--- src/rtl/e1_tx_framer.sv ---
module e1_tx_framer (
  input  logic       clk,
  input  logic       rst_n,
  input  logic       bit_en,
  input  logic       wr_en,
  input  logic [4:0] wr_chan,
  input  logic [7:0] wr_data,
  input  logic [7:0] sig_byte,
  input  logic       si_bit,
  input  logic       rai_bit,
  input  logic [4:0] sa_bits,
  output logic       line_bit,
  output logic       frame_start,
  output logic       ts_start,
  output logic [4:0] ts_idx,
  output logic       fas_frame
);
  localparam int NCH = 30;

  logic [7:0] chan_mem [NCH];
  logic [7:0] pos;
  logic [6:0] shreg;
  logic       fas_next;
  logic [4:0] rd_idx;
  logic [7:0] slot_byte;

  wire [4:0] nts   = pos[7:3];
  wire       first = (pos[2:0] == 3'd0);
  wire [7:0] fas_word  = {si_bit, 7'b0011011};
  wire [7:0] nfas_word = {si_bit, 1'b1, rai_bit, sa_bits};
  wire       wr_ok = wr_en && (wr_chan != 5'd0) && (wr_chan <= 5'(NCH));

  always_comb begin
    rd_idx = (nts > 5'd16) ? nts - 5'd2 : nts - 5'd1;
    if (nts == 5'd0)       slot_byte = fas_next ? fas_word : nfas_word;
    else if (nts == 5'd16) slot_byte = sig_byte;
    else                   slot_byte = chan_mem[rd_idx];
  end

  always_ff @(posedge clk or negedge rst_n) begin
    if (!rst_n) begin
      for (int i = 0; i < NCH; i++) chan_mem[i] <= '0;
    end else if (wr_ok) begin
      chan_mem[wr_chan - 5'd1] <= wr_data;
    end
  end

  always_ff @(posedge clk or negedge rst_n) begin
    if (!rst_n) begin
      pos         <= '0;
      shreg       <= '0;
      fas_next    <= 1'b1;
      line_bit    <= 1'b0;
      frame_start <= 1'b0;
      ts_start    <= 1'b0;
      ts_idx      <= '0;
      fas_frame   <= 1'b0;
    end else if (bit_en) begin
      pos         <= pos + 8'd1;
      ts_idx      <= nts;
      ts_start    <= first;
      frame_start <= (pos == 8'd0);
      if (first) begin
        line_bit <= slot_byte[7];
        shreg    <= slot_byte[6:0];
        if (nts == 5'd0) begin
          fas_frame <= fas_next;
          fas_next  <= ~fas_next;
        end
      end else begin
        line_bit <= shreg[6];
        shreg    <= {shreg[5:0], 1'b0};
      end
    end
  end
endmodule

--- config.mk ---
export PLATFORM = sky130hd
export DESIGN_NAME = e1_tx_framer
export DESIGN_NICKNAME = d
export VERILOG_FILES = /design/src/rtl/e1_tx_framer.sv
export SDC_FILE = /design/constraint.sdc
export NUM_CORES = 1
export LEC_CHECK = 0
export ABC_CLOCK_PERIOD_IN_PS = 3700
export BUFFER_PORTS_ARGS = -buffer_cell sky130_fd_sc_hd__buf_2
export CAP_MARGIN = 20
export CORE_MARGIN = 4
export CORE_UTILIZATION = 60
export CTS_CLUSTER_SIZE = 14
export DETAILED_ROUTE_END_ITERATION = 12
export GPL_TIMING_DRIVEN = 0
export PLACE_DENSITY = 0.82
export SLEW_MARGIN = 20
export SYNTH_ARGS = -nofsm -noshare
export SYNTH_HDL_FRONTEND = slang
export SYNTH_SLANG_ARGS = --single-unit
--- constraint.sdc ---
create_clock -name clk -period 3.7 [get_ports clk]
set_input_delay 0.555 -clock clk [delete_from_list [all_inputs] [get_ports clk]]
set_output_delay 0.555 -clock clk [all_outputs]
set_load 0.02 [all_outputs]
==> metrics.txt <==
# TYPE chip_impl_metric gauge
chip_impl_metric{name="fin_ws",unit="ps"} -8.21
chip_impl_metric{name="number_of_global_route_vias_before_repair",unit=""} 10400
chip_impl_metric{name="rows",unit=""} 53
chip_impl_info{name="post_synthesis_cell_type_with_the_largest_combined_area",value="dfrtp_1"} 1
chip_impl_metric{name="synth.distinct_cells",unit=""} 70
chip_impl_metric{name="routed_wirelength",unit="mm"} 39.1
chip_impl_metric{name="crit_arrival",unit="ps"} 4160
chip_impl_metric{name="yosysTopAreaCellShare",unit="%"} 50.2
chip_impl_metric{name="vias_per_cell",unit=""} 6.73
chip_impl_info{name="critical_path.slowest_cell",value="o21ai_1"} 1
chip_impl_metric{name="ioPinCount",unit=""} 41
chip_impl_metric{name="die_w",unit="um"} 156
chip_impl_info{name="setup.worst_path.class",value="reg2reg"} 1
chip_impl_metric{name="cp_slowest_stage_delay",unit="ps"} 550
chip_impl_metric{name="drt_pre_antenna_iters",unit=""} 5
chip_impl_metric{name="antenna-diode-count",unit=""} 0
chip_impl_info{name="path_delay_family",value="compound AO/OA/AOI/OAI gates"} 1
chip_impl_metric{name="routedWlPerCell",unit="um"} 25.9
chip_impl_info{name="postSynth.topFlopCell",value="dfrtp_1"} 1
chip_impl_metric{name="numPortBuffers",unit=""} 27
chip_impl_metric{name="nets",unit=""} 1256
chip_impl_metric{name="setup_tns",unit="ps"} -8.21
chip_impl_metric{name="fill_cell_total_of_the_finished_layout",unit=""} 1475
chip_impl_metric{name="detail_route.drc_violations",unit=""} 0
chip_impl_metric{name="worstMarginPinSlew",unit="ps"} 1080
chip_impl_metric{name="clock_sinks",unit=""} 265
chip_impl_metric{name="grt_util_all_layers",unit="%"} 32.0
chip_impl_metric{name="timing.hold.ws",unit="ps"} 477
chip_impl_metric{name="clock_latency",unit="ps"} 550
chip_impl_info{name="most-common-layout-cells",value="264 x dfrtp_1, 253 x mux2_2, 190 x nand2_1"} 1
chip_impl_metric{name="drv.max_cap_violation_count",unit=""} 0
chip_impl_info{name="clock_tree_from_tritoncts",value="yes"} 1
chip_impl_metric{name="tritoncts.num_buffers",unit=""} 28
chip_impl_info{name="violations",value="negative setup slack"} 1
chip_impl_metric{name="critical_path.max_fanout",unit=""} 10
chip_impl_metric{name="finish.instance_area",unit="um2"} 14900
chip_impl_metric{name="wire_length_of_the_first_global_routing_pass",unit="mm"} 60.0
chip_impl_metric{name="antenna_found_initial",unit=""} 1
chip_impl_info{name="worstPathCellList",value="buf_2 > clkbuf_4 > clkinv_2 > ha_2 > or3b_1 > buf_6 > o21ai_1 > clkbuf_2 > nor2_1 > o31ai_2 > o311ai_1 > a221oi_2"} 1
chip_impl_metric{name="ant_nets",unit=""} 0
chip_impl_metric{name="core",unit="um2"} 21300
chip_impl_metric{name="grt_remaining_overflow",unit=""} 0
chip_impl_metric{name="syn-instance-count",unit=""} 1155
chip_impl_metric{name="vdd.ir_drop.worst",unit="V"} 0.000524
chip_impl_metric{name="postSynth.asyncResetShare",unit="%"} 100
chip_impl_info{name="root_driver",value="clkbuf_16"} 1
chip_impl_metric{name="yosys_register_bits",unit=""} 265
chip_impl_metric{name="max_freq",unit="MHz"} 270
chip_impl_metric{name="clock_skew",unit="ps"} 9.06
chip_impl_metric{name="power.switching_fraction",unit="%"} 41.6
chip_impl_metric{name="static-leakage-power",unit="nW"} 6.57
chip_impl_metric{name="power.share.clock",unit="%"} 22.9
chip_impl_metric{name="grt_start_max_net_pins",unit=""} 89
chip_impl_info{name="crit_path_end_kind",value="flip-flop"} 1
chip_impl_metric{name="drive_gt1_share",unit="%"} 32.6
chip_impl_metric{name="floorplan.die.height",unit="um"} 156
chip_impl_metric{name="detailedPlace.worstSlack",unit="ps"} -651
chip_impl_metric{name="internal_power",unit="mW"} 7.36
chip_impl_info{name="start_kind",value="flip-flop"} 1
chip_impl_metric{name="synth.avg_cell_area",unit="um2"} 11.4
chip_impl_metric{name="synth_fp_nets",unit=""} 1194
chip_impl_info{name="ys_top_cells_by_area",value="dfrtp_1 50%, mux2_2 22%, nand2_1 5.4%"} 1
chip_impl_metric{name="placed_cell_area",unit="um2"} 13700
chip_impl_metric{name="initial_core_util",unit="%"} 61.8
chip_impl_metric{name="finalMaxSlewViolations",unit=""} 0
chip_impl_metric{name="h-tree-depth",unit=""} 1
chip_impl_metric{name="syn_area",unit="um2"} 13200
chip_impl_metric{name="switchingPower",unit="mW"} 5.24
chip_impl_metric{name="yosysWarningCount",unit=""} 0
chip_impl_metric{name="dr.first_iter.drc_count",unit=""} 1173
chip_impl_metric{name="timing.final.crit_period",unit="ps"} 3710
chip_impl_metric{name="worst_ep_required_time",unit="ps"} 4160
chip_impl_metric{name="clk_transition_reported_paths",unit="ps"} 60
chip_impl_metric{name="routed-via-count",unit=""} 10200
chip_impl_metric{name="sequentialPowerShare",unit="%"} 31.0
chip_impl_info{name="final_common_cell",value="dfrtp_1"} 1
chip_impl_metric{name="timing_hold_violations_final",unit=""} 0
chip_impl_metric{name="combinational_cell_fraction_of_total_power",unit="%"} 46.0
chip_impl_metric{name="finalWeightedCongestion",unit=""} 0.959
chip_impl_metric{name="yosysSeqAreaShare",unit="%"} 50.4
chip_impl_metric{name="dpl.hpwl",unit="mm"} 26.1
chip_impl_metric{name="critical_path_buf_inv_count",unit=""} 5
chip_impl_metric{name="cts_buffer_depth",unit=""} 3
chip_impl_metric{name="areaGrowthSynthToFinish",unit="%"} 12.9
chip_impl_metric{name="pwr_density_cell",unit="nW/um2"} 848
chip_impl_info{name="worstHoldPathType",value="in2async"} 1
chip_impl_metric{name="design.die.area",unit="um2"} 24400
chip_impl_info{name="status",value="complete, but fails checks"} 1
chip_impl_metric{name="synth_enable_flop_cells",unit=""} 0
chip_impl_metric{name="setup_violations",unit=""} 1
chip_impl_metric{name="share_of_the_clock_period_used_by_the_worst_path",unit="%"} 100
chip_impl_metric{name="worst_slew_margin",unit="%"} 27.8
==> final timing paths <==
kind                               start             to  slack (ps)  cells after the start
setup / recovery                  pos[3]       shreg[6]          -8                     12
min in group clk                 rai_bit       shreg[5]         500                      4
hold / removal                     rst_n   chan_mem[31]         480                      2
hold reg to reg            chan_mem[207]  chan_mem[207]         500                      1
setup reg to reg                  pos[3]       shreg[6]          -8                     12
max in group asynchronous          rst_n  chan_mem[219]        2170                      4
==> metal layers <==
layer  GRT usage (%)  share of wire (%)
met1            41.5                 38
met2            49.4                 45
met3            9.46                 11
met4            16.2                5.5
met5               0              0.033
==> kinds of logic after synthesis <==
family / after synthesis / share of synthesized area (%)
DFF: 265 / 50.4
adders and majority gates: 7 / 0.666
xor gates and xnor gates: 9 / 0.599
and+or+nand+nor: 338 / 11.9
buffers and inverters: 99 / 3.70
AOI/OAI and AO/OA: 159 / 8.78
muxes: 278 / 23.9
==> synth_stat cells (all sizes together) (7+ instances only) <==
| library cell | n |
|---|---|
| dfrtp | 264 |
| mux2 | 254 |
| nand2 | 190 |
| clkbuf | 49 |
| buf | 40 |
| a21oi | 33 |
| nor2 | 32 |
| a311oi | 24 |
| nand3 | 24 |
| a211oi | 22 |
| mux2i | 21 |
| and2 | 20 |
| o21ai | 17 |
| a31oi | 13 |
| and3 | 12 |
| a2111oi | 11 |
| nor3 | 11 |
| nand2b | 10 |
| inv | 9 |
| nor4 | 9 |
| o211ai | 9 |
| or3 | 9 |
| ha | 7 |
| xnor2 | 7 |
==> sequential cells by signal, summed over array words and instances (netlist names) <==
register and count:
ts_start 1, pos 8, frame_start 1, ts_idx 5, fas_next 1, fas_frame 1, line_bit 1, chan_mem 240
shreg 7
==> what timing repair did <==
action | CTS | global route
setup buffers | 1 | 2
hold endpoints to repair | 35 | 0
resized for setup | 26 | 26
hold buffers | 1 | 0
endpoints found under the setup margin | 8 | 8
pin swaps | 0 | 5
==> per-stage QoR <==
step           cells  util [%]  total power [mW]
2_1_floorplan   1155         -              7.32
3_3_place_gp    1457      64.0              9.05
3_5_place_dp    1460      64.5              9.19
4_1_cts         1512      69.4              12.2
5_1_grt         1513      69.8              13.0
6_report        1513      69.8              12.6
==> power groups by stage <==
stage	Sequential, mW	Clock (mW)	Combinational, mW
after floorplan	3.88	0	3.44
after global placement	3.90	0	5.15
after detailed placement	3.94	0	5.25
after CTS	3.89	2.88	5.44
after global routing	3.97	3.01	6.04
final	3.91	2.89	5.80
==> area by class of cell <==
type	instances	area, um2	area share (%)
Inverter	10	38.8	0.261
Buffer	87	502	3.38
Sequential cell	265	6630	44.6
Clock inverter	8	118	0.792
Multi-Input combinational cell	791	6140	41.3
Timing Repair Buffer	34	260	1.75
Tap cell	275	344	2.32
Clock buffer	43	818	5.51
(Power assumes the default switching activity.)
